`src/rtl/can_stby_pkg.sv`:
```
package can_stby_pkg;

    typedef enum logic {
        MODE_NORMAL  = 1'b0,
        MODE_STANDBY = 1'b1
    } xcvr_mode_e;

    typedef struct packed {
        logic stby;
        logic main_rx;
        logic lp_rx;
    } async_in_t;

    localparam int ASYNC_W = $bits(async_in_t);

    function automatic int wake_cycles(input int clk_hz, input int wake_us);
        return (clk_hz / 1000) * wake_us / 1000;
    endfunction

    function automatic int cnt_width(input int limit);
        return (limit < 2) ? 1 : $clog2(limit + 1);
    endfunction

endpackage

```
`src/rtl/cstb_sync.sv`:
```
module cstb_sync #(
    parameter int W      = 1,
    parameter int STAGES = 2
) (
    input  logic         clk,
    input  logic         rst,
    input  logic [W-1:0] d,
    output logic [W-1:0] q
);
    logic [W-1:0] stg [STAGES];

    for (genvar i = 0; i < STAGES; i++) begin : g_stage
        if (i == 0) begin : g_first
            always_ff @(posedge clk) begin
                if (rst) stg[0] <= '1;
                else     stg[0] <= d;
            end
        end else begin : g_next
            always_ff @(posedge clk) begin
                if (rst) stg[i] <= '1;
                else     stg[i] <= stg[i-1];
            end
        end
    end

    assign q = stg[STAGES-1];
endmodule

```
`src/rtl/cstb_wake_filter.sv`:
```
module cstb_wake_filter #(
    parameter int THRESH = 20
) (
    input  logic clk,
    input  logic rst,
    input  logic clr,
    input  logic dom,
    output logic wake
);
    import can_stby_pkg::*;

    localparam int CW = cnt_width(THRESH);
    localparam logic [CW-1:0] TH_V = CW'(THRESH);

    logic [CW-1:0] cnt_q;

    always_ff @(posedge clk) begin
        if (rst || clr || !dom) begin
            cnt_q <= '0;
        end else if (cnt_q != TH_V) begin
            cnt_q <= cnt_q + 1'b1;
        end
    end

    assign wake = (cnt_q == TH_V);

    assert_cnt_bound_R6: assert property (@(posedge clk) disable iff (rst)
        cnt_q <= TH_V);

    assert_recessive_clears_R7: assert property (@(posedge clk) disable iff (rst)
        !dom |=> cnt_q == '0);

    assert_entry_clear_R10: assert property (@(posedge clk) disable iff (rst)
        clr |=> cnt_q == '0);

    assert_wake_needs_dom_R8: assert property (@(posedge clk) disable iff (rst)
        wake |-> $past(dom));
endmodule

```
`src/rtl/cstb_mode_ctrl.sv`:
```
module cstb_mode_ctrl
    import can_stby_pkg::*;
(
    input  logic       clk,
    input  logic       rst,
    input  logic       stby_sync,
    input  logic       txd,
    input  logic       main_rx_sync,
    input  logic       wake,
    output xcvr_mode_e mode,
    output logic       drv_en,
    output logic       rxd
);
    xcvr_mode_e mode_q;

    always_ff @(posedge clk) begin
        if (rst) mode_q <= MODE_STANDBY;
        else     mode_q <= stby_sync ? MODE_STANDBY : MODE_NORMAL;
    end

    always_comb begin
        unique case (mode_q)
            MODE_NORMAL: begin
                drv_en = ~txd;
                rxd    = main_rx_sync;
            end
            default: begin
                drv_en = 1'b0;
                rxd    = ~wake;
            end
        endcase
    end

    assign mode = mode_q;

    assert_reset_standby_R1: assert property (@(posedge clk)
        $past(rst) |-> (mode_q == MODE_STANDBY && !drv_en && rxd));

    assert_select_normal_R2: assert property (@(posedge clk) disable iff (rst)
        !stby_sync |=> mode_q == MODE_NORMAL);

    assert_stby_no_drive_R3: assert property (@(posedge clk) disable iff (rst)
        stby_sync |=> !drv_en);

    assert_no_auto_exit_R9: assert property (@(posedge clk) disable iff (rst)
        (mode_q == MODE_STANDBY && stby_sync) |=> mode_q == MODE_STANDBY);
endmodule

```
`src/rtl/can_stby_ctrl.sv`:
```
module can_stby_ctrl #(
    parameter int CLK_HZ      = 50_000_000,
    parameter int WAKE_US     = 3000,
    parameter int SYNC_STAGES = 2
) (
    input  logic clk,
    input  logic rst,
    input  logic stby_sel_i,
    input  logic txd_i,
    input  logic main_rx_i,
    input  logic lp_rx_i,
    output logic drv_en_o,
    output logic rxd_o
);
    import can_stby_pkg::*;

    localparam int WAKE_CYC = wake_cycles(CLK_HZ, WAKE_US);

    async_in_t  raw, syn;
    xcvr_mode_e mode;
    logic       wake;

    assign raw.stby    = stby_sel_i;
    assign raw.main_rx = main_rx_i;
    assign raw.lp_rx   = lp_rx_i;

    cstb_sync #(.W(ASYNC_W), .STAGES(SYNC_STAGES)) u_sync (
        .clk (clk),
        .rst (rst),
        .d   (raw),
        .q   (syn)
    );

    cstb_wake_filter #(.THRESH(WAKE_CYC)) u_wake (
        .clk  (clk),
        .rst  (rst),
        .clr  (mode == MODE_NORMAL),
        .dom  (!syn.lp_rx),
        .wake (wake)
    );

    cstb_mode_ctrl u_mode (
        .clk          (clk),
        .rst          (rst),
        .stby_sync    (syn.stby),
        .txd          (txd_i),
        .main_rx_sync (syn.main_rx),
        .wake         (wake),
        .mode         (mode),
        .drv_en       (drv_en_o),
        .rxd          (rxd_o)
    );
endmodule

```
`config.mk`:
```
export PLATFORM = sky130hd
export DESIGN_NAME = can_stby_ctrl
export DESIGN_NICKNAME = d
export VERILOG_FILES = /design/src/rtl/can_stby_pkg.sv /design/src/rtl/cstb_sync.sv /design/src/rtl/cstb_wake_filter.sv /design/src/rtl/cstb_mode_ctrl.sv /design/src/rtl/can_stby_ctrl.sv
export SDC_FILE = /design/constraint.sdc
export NUM_CORES = 1
export LEC_CHECK = 0
export BUFFER_PORTS_ARGS = -buffer_cell sky130_fd_sc_hd__buf_2
export CAP_MARGIN = 20
export CORE_MARGIN = 2
export CORE_UTILIZATION = 46
export DETAILED_ROUTE_END_ITERATION = 8
export PLACE_DENSITY_LB_ADDON = 0.15
export SYNTH_ARGS = -nofsm -noshare
export SYNTH_HDL_FRONTEND = slang
export SYNTH_SLANG_ARGS = --single-unit
```
`constraint.sdc`:
```
create_clock -name clk -period 1.73 [get_ports clk]
set_clock_uncertainty 0.05 [all_clocks]
set_input_delay 0.519 -clock clk [delete_from_list [all_inputs] [get_ports clk]]
set_output_delay 0.519 -clock clk [all_outputs]
set_load 0.005 [all_outputs]
```
==> qor.csv, run 1 <==
metric,value,unit
outcome,"finished, violations left",
violations,negative setup slack,
routedWlPerCell,13.5,um
path_max_fanout,3,
gp_congestion,0.773,
yosys-top-cells-area,"dfxtp_1 (44%), xnor2_1 (9.2%), nor4_2 (5.5%)",
tightest_slew,323,ps
relSlewSlack,0.782,
viasPerCell,5.19,
crit_top_cell,buf_6,
path_class,flip-flop to flip-flop,
tns,-1340,ps
cp.required,1900,ps
fp.dieW,53.9,um
worstPathCellList,inv_2 -> ha_4 -> nor4b_4 -> nand3_2 -> buf_4 -> buf_6 -> buf_6 -> buf_6 -> buf_6 -> buf_6 -> buf_6 -> o211ai_1 -> a21oi_1,
clk_latency,320,ps
grt_util_all_layers,0.186,
cts-buffers-inserted,3,
antenna_cells,0,
clock_path_buffers,2,
vias,986,
clock_sinks,25,
cts_root_buffer,clkbuf_4,
synthToLayoutAreaGrowth,38.1,%
fp-row-count,18,
antenna_found_initial,0,
netlist_instances,120,
initial_core_util,0.475,
synth_edf_count,0,
maxCapViolCount,0,
synth-seq-cells,25,
syn_nets,128,
drc_errors,0,
p_per_area,556,mW/mm^2
arrival,2270,ps
cts_hold_buf,0,
p_leak,0.573,nW
core_area,0.00241,mm^2
cp-end-kind,flip-flop,
hold_viol,0,
synth_top_area_frac,0.437,
htree_levels,1,
power,0.000879,W
final.min_clock_period,2100,ps
timing.critical_path.slowest_cell_delay,350,ps
peakVddDrop,0.541,mV
dpl.hpwl,1.69,mm
grt_max_degree,19,
mappedNetlistArea,0.00114,mm^2
die_area,0.00290,mm^2
die_h,53.9,um
syn_area_per_cell,9.54,um^2
cts_tree,done,
yosysUniqueCellTypes,31,
boundaryPins,8,
path_clk_slew,140,ps
drive_gt1_frac,0.481,
wl,2.56,mm
rsz0062_at_grt,yes,
synth_area_leader_cell,dfxtp_1,
port-buffer-count,7,
ys.flop_type,dfxtp_1,
nets,169,
drv_slew,0,
synth_most_common_cell,dfxtp_1,
slowest_stage,dfxtp_2,
synth_commonest_cells,"dfxtp_1 (25), nor2_1 (16), xnor2_1 (12)",
ant_nets,0,
period_share,1.21,
setup_violations,4,
first_pass_iters,4,
setup_slack,-370,ps
async_flop_share,0,
synth_seq_area_share,0.437,
grt_pass1_wl,3.83,mm
globalRoute.totalOverflow,0,
yosys_warnings,0,
first_iter_violations,16,
hold_path.class,input port to flip-flop,
grt_pass1_vias,900,
maxClockFrequency,0.476,GHz
startpoint_type,flip-flop,
state kept, by name, indices dropped and copies added (netlist names):
name,cells
u_wake.cnt_q,18
u_sync.stg,6
u_mode.mode,1
power breakdown:
part           internal (W)  switching, W   total, W
clock             0.0000865      0.000177   0.000264
sequential         0.000584    0.00000243   0.000586
combinational     0.0000162     0.0000127  0.0000290
total              0.000686      0.000192   0.000879
cell families after synthesis:
family                     Yosys count  share of synthesized area
and+or+nand+nor                     62                      0.366
DFF                                 25                      0.437
buffers and inverters                8                     0.0262
adders and majority gates            2                     0.0219
AOI/OAI and AO/OA                   10                     0.0492
xor gates and xnor gates            13                     0.0995
layout make-up:
| type | instances | area (um^2) |
|---|---|---|
| Clock buffer | 3 | 22.5 |
| Tap cell | 30 | 37.5 |
| Timing Repair Buffer | 37 | 283 |
| Sequential cell | 25 | 503 |
| Clock inverter | 1 | 5.00 |
| Fill cell | 203 | 828 |
| Multi-Input combinational cell | 87 | 704 |
| Inverter | 7 | 26.3 |
worst max-delay path: cells and delay by family, from the launching register on:
kind / cells / cell delay (ps)
flip-flops: 1 / 350
adder cells (fa/ha/maj): 1 / 120
AND/OR/NAND/NOR: 2 / 380
AO/OA/AOI/OAI: 2 / 250
buffers and inverters: 8 / 850
placed cells by master, fill, tap and decap left out, types with 2 or more instances in the layout:
cell type / netlist / final
nor4_2: 5 / 5
nand3_1: 7 / 5
xnor2_1: 12 / 12
nor4b_4: 0 / 2
nor3_2: 2 / 3
and3_1: 2 / 2
inv_1: 7 / 5
nand4_1: 2 / 2
nand2_1: 3 / 3
buf_2: 0 / 7
buf_6: 0 / 6
buf_4: 0 / 24
nor2_1: 16 / 15
or2_2: 7 / 7
dfxtp_2: 0 / 2
inv_2: 0 / 2
nand3_2: 1 / 3
dfxtp_1: 25 / 23
a21oi_1: 6 / 5
nor3_1: 5 / 3
clkbuf_4: 0 / 3
nand4_2: 2 / 2
path summary, 6_finish.rpt:
| kind | startpoint | cells after the start | to | slack, ps |
|---|---|---|---|---|
| max | u_wake.cnt_q[0] | 13 | u_wake.cnt_q[2] | -370 |
| min | lp_rx_i | 2 | u_sync.stg[0][0] | 320 |
| min reg2reg | u_sync.stg[0][1] | 1 | u_sync.stg[1][1] | 380 |
| max reg2reg | u_wake.cnt_q[0] | 13 | u_wake.cnt_q[2] | -370 |
metal layers:
| layer | global-route usage | share of wire | wire, um | up-vias |
|---|---|---|---|---|
| met5 | 0 | 0 | 0 | - |
| met4 | 0.0684 | 0.011 | 29 | 0 |
| met3 | 0.0389 | 0.016 | 42 | 4 |
| met2 | 0.321 | 0.52 | 1340 | 16 |
| met1 | 0.226 | 0.45 | 1150 | 473 |
| li1 | - | - | - | 493 |
repair_timing:
| item | CTS | global route |
|---|---|---|
| endpoints found under the setup margin | 1 | 4 |
| buffers inserted | 7 | 3 |
| pin swaps | 8 | 2 |
| gates resized for setup | 17 | 8 |
per-stage QoR:
step	util	area [um^2]	hold slack, ps	setup WS, ps	instances
4_1_cts	0.629	1520	314	-349	187
6_report	0.656	1580	317	-370	190
3_3_place_gp	0.569	1370	342	-110	176
3_5_place_dp	0.569	1370	349	-127	176
2_1_floorplan	-	1150	339	11.0	120
5_1_grt	0.656	1580	301	-439	190
No activity file was read; power rests on OpenSTA's default activity.
==> inputs of run 2 (changes only) <==
--- a/config.mk
+++ b/config.mk
@@ -10,7 +10,7 @@
 export CORE_MARGIN = 2
 export CORE_UTILIZATION = 46
 export DETAILED_ROUTE_END_ITERATION = 8
-export PLACE_DENSITY_LB_ADDON = 0.15
+export PLACE_DENSITY = 0.65
 export SYNTH_ARGS = -nofsm -noshare
 export SYNTH_HDL_FRONTEND = slang
 export SYNTH_SLANG_ARGS = --single-unit
==> run 2 against run 1 <==
  * The run still ends with negative setup slack left
  * Cell count fell by 4.2%
  * Clock-buffer cell count did not move
  * Via count fell by 6.9%
  * Design area fell by 5.5%
  * Worst setup slack improved by 25 ps
  * Register-to-register slack improved by 470 ps
  * Sequential cell count did not move
==> qor.csv, run 2 (synthesized netlist as in run 1, its figures left out) <==
metric,value,unit,change
antenna_found_initial,0,,unchanged
core_area,0.00241,mm^2,unchanged
drc_errors,0,,unchanged
first_pass_iters,4,,unchanged
boundaryPins,8,,unchanged
cts_tree,done,,unchanged
grt_pass1_wl,3.67,mm,was 3.83 mm
nets,161,,was 169
viasPerCell,5.04,,was 5.19
path_clk_slew,130,ps,was 140 ps
largest_reg_flops,18,,unchanged
violations,negative setup slack,,unchanged
fill_cells,216,,was 203
maxCapViolCount,0,,unchanged
gr-max-usage-layer,met2,,unchanged
cp.required,1160,ps,was 1900 ps
layout_commonest_cell,dfxtp_1,,was buf_4
timing.critical_path.slowest_cell_delay,350,ps,about the same
slowest_stage,dfxtp_2,,unchanged
worstPathCellList,inv_2 -> ha_4 -> nor4b_4 -> nand3_2 -> nor2_4 -> a21oi_2 -> buf_2,,was inv_2 -> ha_4 -> nor4b_4 -> nand3_2 -> buf_4 -> buf_6 -> buf_6 -> buf_6 -> buf_6 -> buf_6 -> buf_6 -> o211ai_1 -> a21oi_1
layout_common_cells,"dfxtp_1 (23), buf_4 (22), nor2_1 (15), xnor2_1 (12)",,"was buf_4 (24), dfxtp_1 (23), nor2_1 (15), xnor2_1 (12)"
final.min_clock_period,2070,ps,was 2100 ps
use_met1,0.222,,was 0.226
path_max_fanout,2,,was 3
wl,2.27,mm,was 2.56 mm
path_class,flip-flop to primary output,,was flip-flop to flip-flop
p_leak,0.542,nW,was 0.573 nW
first_iter_violations,17,,was 16
cts-buffers-inserted,3,,unchanged
setup_violations,1,,was 4
port-buffer-count,7,,unchanged
setup_slack,-345,ps,was -370 ps
clock_path_buffers,2,,unchanged
period_share,1.20,,was 1.21
dpl.hpwl,1.62,mm,was 1.69 mm
power,0.000874,W,was 0.000879 W
fp.dieW,53.9,um,unchanged
grt_pass1_vias,865,,was 900
drv_slew,0,,unchanged
relSlewSlack,0.793,,was 0.782
peakVddDrop,0.470,mV,was 0.541 mV
die_area,0.00290,mm^2,unchanged
cts_root_buffer,clkbuf_4,,unchanged
tightest_slew,306,ps,was 323 ps
startpoint_type,flip-flop,,unchanged
die_h,53.9,um,unchanged
gr-usage-met3,0.0361,,was 0.0389
gp_congestion,0.703,,was 0.773
p_per_area,584,mW/mm^2,was 556 mW/mm^2
cts_hold_buf,0,,unchanged
drive_gt1_frac,0.434,,was 0.481
htree_levels,1,,unchanged
rsz0062_at_grt,yes,,unchanged
top_register,u_wake.cnt_q,,unchanged
initial_core_util,0.475,,unchanged
maxClockFrequency,0.482,GHz,was 0.476 GHz
clock_sinks,25,,unchanged
grt_util_all_layers,0.178,,was 0.186
arrival,1510,ps,was 2270 ps
grt_max_degree,19,,unchanged
tns,-345,ps,was -1340 ps
holdWs,319,ps,was 317 ps
ant_nets,0,,unchanged
fp-row-count,18,,unchanged
hold_path.class,input port to flip-flop,,unchanged
grt_use_met2,0.289,,was 0.321
antenna_cells,0,,unchanged
globalRoute.totalOverflow,0,,unchanged
hold_viol,0,,unchanged
vias,918,,was 986
outcome,"finished, violations left",,unchanged
cp-end-kind,primary output,,was flip-flop
clk_latency,320,ps,about the same
routedWlPerCell,12.5,um,was 13.5 um
synthToLayoutAreaGrowth,30.6,%,was 38.1%
-- run 2: routing by layer --
metal | share of wire | up-vias
met5 | 0 | -
li1 | - | 478
met3 | 0.020 | 5
met2 | 0.50 | 8
met4 | 0.016 | 0
met1 | 0.46 | 427
-- run 2: worst max-delay path, delay by kind of cell, from the launching register on --
kind                     cells  cell delay, ps
flip-flops                   1             350
adder cells (fa/ha/maj)      1             120
AO/OA/AOI/OAI                1              50
buffers and inverters        2             180
AND/OR/NAND/NOR              3             480
-- run 2: layout make-up --
type | count | area, um^2 | share of cell area
multi-input combinational | 87 | 701 | 0.469
sequential | 25 | 503 | 0.336
timing repair buffer | 29 | 200 | 0.134
tap | 30 | 37.5 | 0.0251
inverter | 7 | 26.3 | 0.0176
clock buffer | 3 | 22.5 | 0.0151
clock inverter | 1 | 5.00 | 0.00335
-- run 2: path summary, 6_finish.rpt --
check / startpoint / to / slack, ps / cells past startpoint
max: u_wake.cnt_q[0] / rxd_o / -340 / 7
min: lp_rx_i / u_sync.stg[0][0] / 320 / 2
max reg2reg: u_wake.cnt_q[0] / u_wake.cnt_q[0] / 100 / 8
min reg2reg: u_sync.stg[0][0] / u_sync.stg[1][0] / 370 / 1
-- run 2: per-stage QoR --
step	worst slack, ps	util	instances	instance area (um^2)
6_report	-345	0.620	182	1500
2_1_floorplan	11.0	-	120	1150
4_1_cts	-368	0.600	182	1450
3_5_place_dp	-109	0.565	175	1360
3_3_place_gp	-69.8	0.565	175	1360
5_1_grt	-458	0.620	182	1500
-- run 2: power by group --
| part | total, W | internal, W | switching (W) | leakage, nW |
|---|---|---|---|---|
| clock | 0.000261 | 0.0000867 | 0.000174 | 0.0177 |
| combinational | 0.0000274 | 0.0000155 | 0.0000118 | 0.321 |
| sequential | 0.000586 | 0.000584 | 0.00000233 | 0.204 |
| total | 0.000874 | 0.000686 | 0.000188 | 0.542 |
-- run 2: repair_timing --
| item | in CTS | in global routing |
|---|---|---|
| pin swaps | 4 | 0 |
| buffers inserted | 3 | 0 |
| cloned | 0 | 0 |
| endpoints found under the setup margin | 1 | 2 |
| gates resized for setup | 9 | 8 |
| hold endpoints to repair | 0 | 0 |
==> inputs of run 3 (changes only) <==
--- a/config.mk
+++ b/config.mk
@@ -5,7 +5,7 @@
 export SDC_FILE = /design/constraint.sdc
 export NUM_CORES = 1
 export LEC_CHECK = 0
-export BUFFER_PORTS_ARGS = -buffer_cell sky130_fd_sc_hd__buf_2
+export BUFFER_PORTS_ARGS = -buffer_cell sky130_fd_sc_hd__clkbuf_2
 export CAP_MARGIN = 20
 export CORE_MARGIN = 2
 export CORE_UTILIZATION = 46
==> run 3 against run 2 <==
  * The flow still finishes with violations (negative setup slack)
  * Sequential power is essentially flat
  * Maximum frequency shrank 0.49%
  * Design area shrank 1.9%
  * Via count grew 0.76%
  * Utilization shrank 1.2 points
  * Register-to-register slack gained 40 ps
  * Power grew 1.7%
  * Cell count shrank 1.1%
  * Critical path depth is the same
  * Critical endpoint unchanged
  * Largest cell class unchanged
  * Highest routed layer unchanged
==> qor.csv, run 3 (synthesized netlist as in run 1, its figures left out) <==
metric,value,unit,change
fp-row-count,18,,unchanged
nets,159,,was 161
relSlewSlack,0.791,,was 0.793
die_area,0.00290,mm^2,unchanged
outcome,"finished, violations left",,unchanged
cp.required,1160,ps,about the same
slowest_stage,dfxtp_2,,unchanged
globalRoute.totalOverflow,0,,unchanged
setup_slack,-355,ps,was -345 ps
timing.critical_path.slowest_cell_delay,350,ps,about the same
clock_sinks,25,,unchanged
cts_root_buffer,clkbuf_4,,unchanged
gp_congestion,0.713,,was 0.703
vias,925,,was 918
drive_gt1_frac,0.427,,was 0.434
cp-end-kind,primary output,,unchanged
antenna_found_initial,0,,unchanged
port-buffer-count,7,,unchanged
cts_tree,done,,unchanged
clock_path_buffers,2,,unchanged
startpoint_type,flip-flop,,unchanged
setup_violations,1,,unchanged
layout_commonest_cell,dfxtp_1,,unchanged
path_clk_slew,140,ps,was 130 ps
boundaryPins,8,,unchanged
first_pass_iters,4,,unchanged
ant_nets,0,,unchanged
peakVddDrop,0.611,mV,was 0.470 mV
final.min_clock_period,2090,ps,was 2070 ps
instances_no_fill,180,,was 182
wl,2.27,mm,about the same
dpl.hpwl,1.64,mm,was 1.62 mm
crit_family,simple AND/OR/NAND/NOR gates,,unchanged
maxClockFrequency,0.480,GHz,was 0.482 GHz
placed_cell_area,0.00136,mm^2,about the same
worstPathCellList,inv_2 -> ha_4 -> nor4b_4 -> nand3_2 -> nor2_4 -> a21oi_2 -> clkbuf_2,,was inv_2 -> ha_4 -> nor4b_4 -> nand3_2 -> nor2_4 -> a21oi_2 -> buf_2
fp.dieW,53.9,um,unchanged
largest_reg_flops,18,,unchanged
first_iter_violations,10,,was 17
placedCellCount,174,,was 175
htree_levels,1,,unchanged
p_leak,0.512,nW,was 0.542 nW
violations,negative setup slack,,unchanged
path_buf_inv,2,,unchanged
grt_max_degree,19,,unchanged
antenna_cells,0,,unchanged
grt_pass1_wl,3.84,mm,was 3.67 mm
maxCapViolCount,0,,unchanged
rsz0062_at_grt,yes,,unchanged
final_area,0.00147,mm^2,was 0.00150 mm^2
p_per_area,606,mW/mm^2,was 584 mW/mm^2
top_register,u_wake.cnt_q,,unchanged
drv_slew,0,,unchanged
clk_latency,330,ps,was 320 ps
drc_errors,0,,unchanged
path_max_fanout,2,,unchanged
period_share,1.21,,was 1.20
post-place-ws,-167,ps,was -109 ps
grt_util_all_layers,0.184,,was 0.178
cts_hold_buf,0,,unchanged
initial_core_util,0.475,,unchanged
grt_pass1_vias,875,,was 865
path_class,flip-flop to primary output,,unchanged
cts-buffers-inserted,3,,unchanged
tns,-355,ps,was -345 ps
core_area,0.00241,mm^2,unchanged
routedWlPerCell,12.6,um,was 12.5 um
arrival,1520,ps,was 1510 ps
viasPerCell,5.14,,was 5.04
hold_viol,0,,unchanged
synthToLayoutAreaGrowth,28.1,%,was 30.6%
layout_common_cells,"dfxtp_1 (23), buf_4 (20), nor2_1 (15), xnor2_1 (12)",,"was dfxtp_1 (23), buf_4 (22), nor2_1 (15), xnor2_1 (12)"
tightest_slew,309,ps,was 306 ps
die_h,53.9,um,unchanged
hold_path.class,input port to flip-flop,,unchanged
-- run 3: cell types whose count changed in the layout (fill, tap and decap cells not counted), sizes merged --
cell	previous run	this run
buf	29	20
clkbuf	3	10
clkinv	1	0
clkinvlp	0	1
-- run 3: area by class of cell --
type / count / area, um^2
well taps: 30 / 37.5
fillers: 202 / 943
repair buffers: 27 / 185
flip-flops and latches: 25 / 503
clock inverters: 1 / 7.51
inverters: 7 / 26.3
clock buffers: 3 / 22.5
multi-input cells: 87 / 684
-- run 3: routing by layer --
metal	share of wire	vias up	track usage
met5	0	-	0
met4	0.011	0	0.0513
met3	0.025	4	0.0500
met2	0.51	6	0.307
met1	0.46	441	0.232
li1	-	474	-
-- run 3: timing repair --
item | 4_1_cts | 5_1_grt
resized for setup | 10 | 5
gates cloned | 0 | 0
endpoints found under the setup margin | 1 | 1
pin swaps | 4 | 0
buffers inserted | 2 | 0
-- run 3: where the power goes --
part | internal, W | switching (W)
Clock | 0.0000887 | 0.000187
Combinational | 0.0000148 | 0.0000119
Sequential | 0.000584 | 0.00000233
-- run 3: final timing paths --
path	from	to	slack (ps)	cells past startpoint
worst max-delay path	u_wake.cnt_q[0]	rxd_o	-360	7
worst min-delay path	lp_rx_i	u_sync.stg[0][0]	310	2
worst max register to register	u_wake.cnt_q[0]	u_wake.cnt_q[2]	140	8
worst min register to register	u_sync.stg[0][1]	u_sync.stg[1][1]	370	1
-- run 3: per-stage QoR --
| step | power (W) | util | hold slack (ps) |
|---|---|---|---|
| detailed placement | 0.000622 | 0.562 | 342 |
| CTS | 0.000902 | 0.598 | 297 |
| floorplan | 0.000610 | - | 339 |
| global placement | 0.000621 | 0.562 | 342 |
| finish | 0.000888 | 0.609 | 307 |
| global route | 0.000924 | 0.609 | 289 |
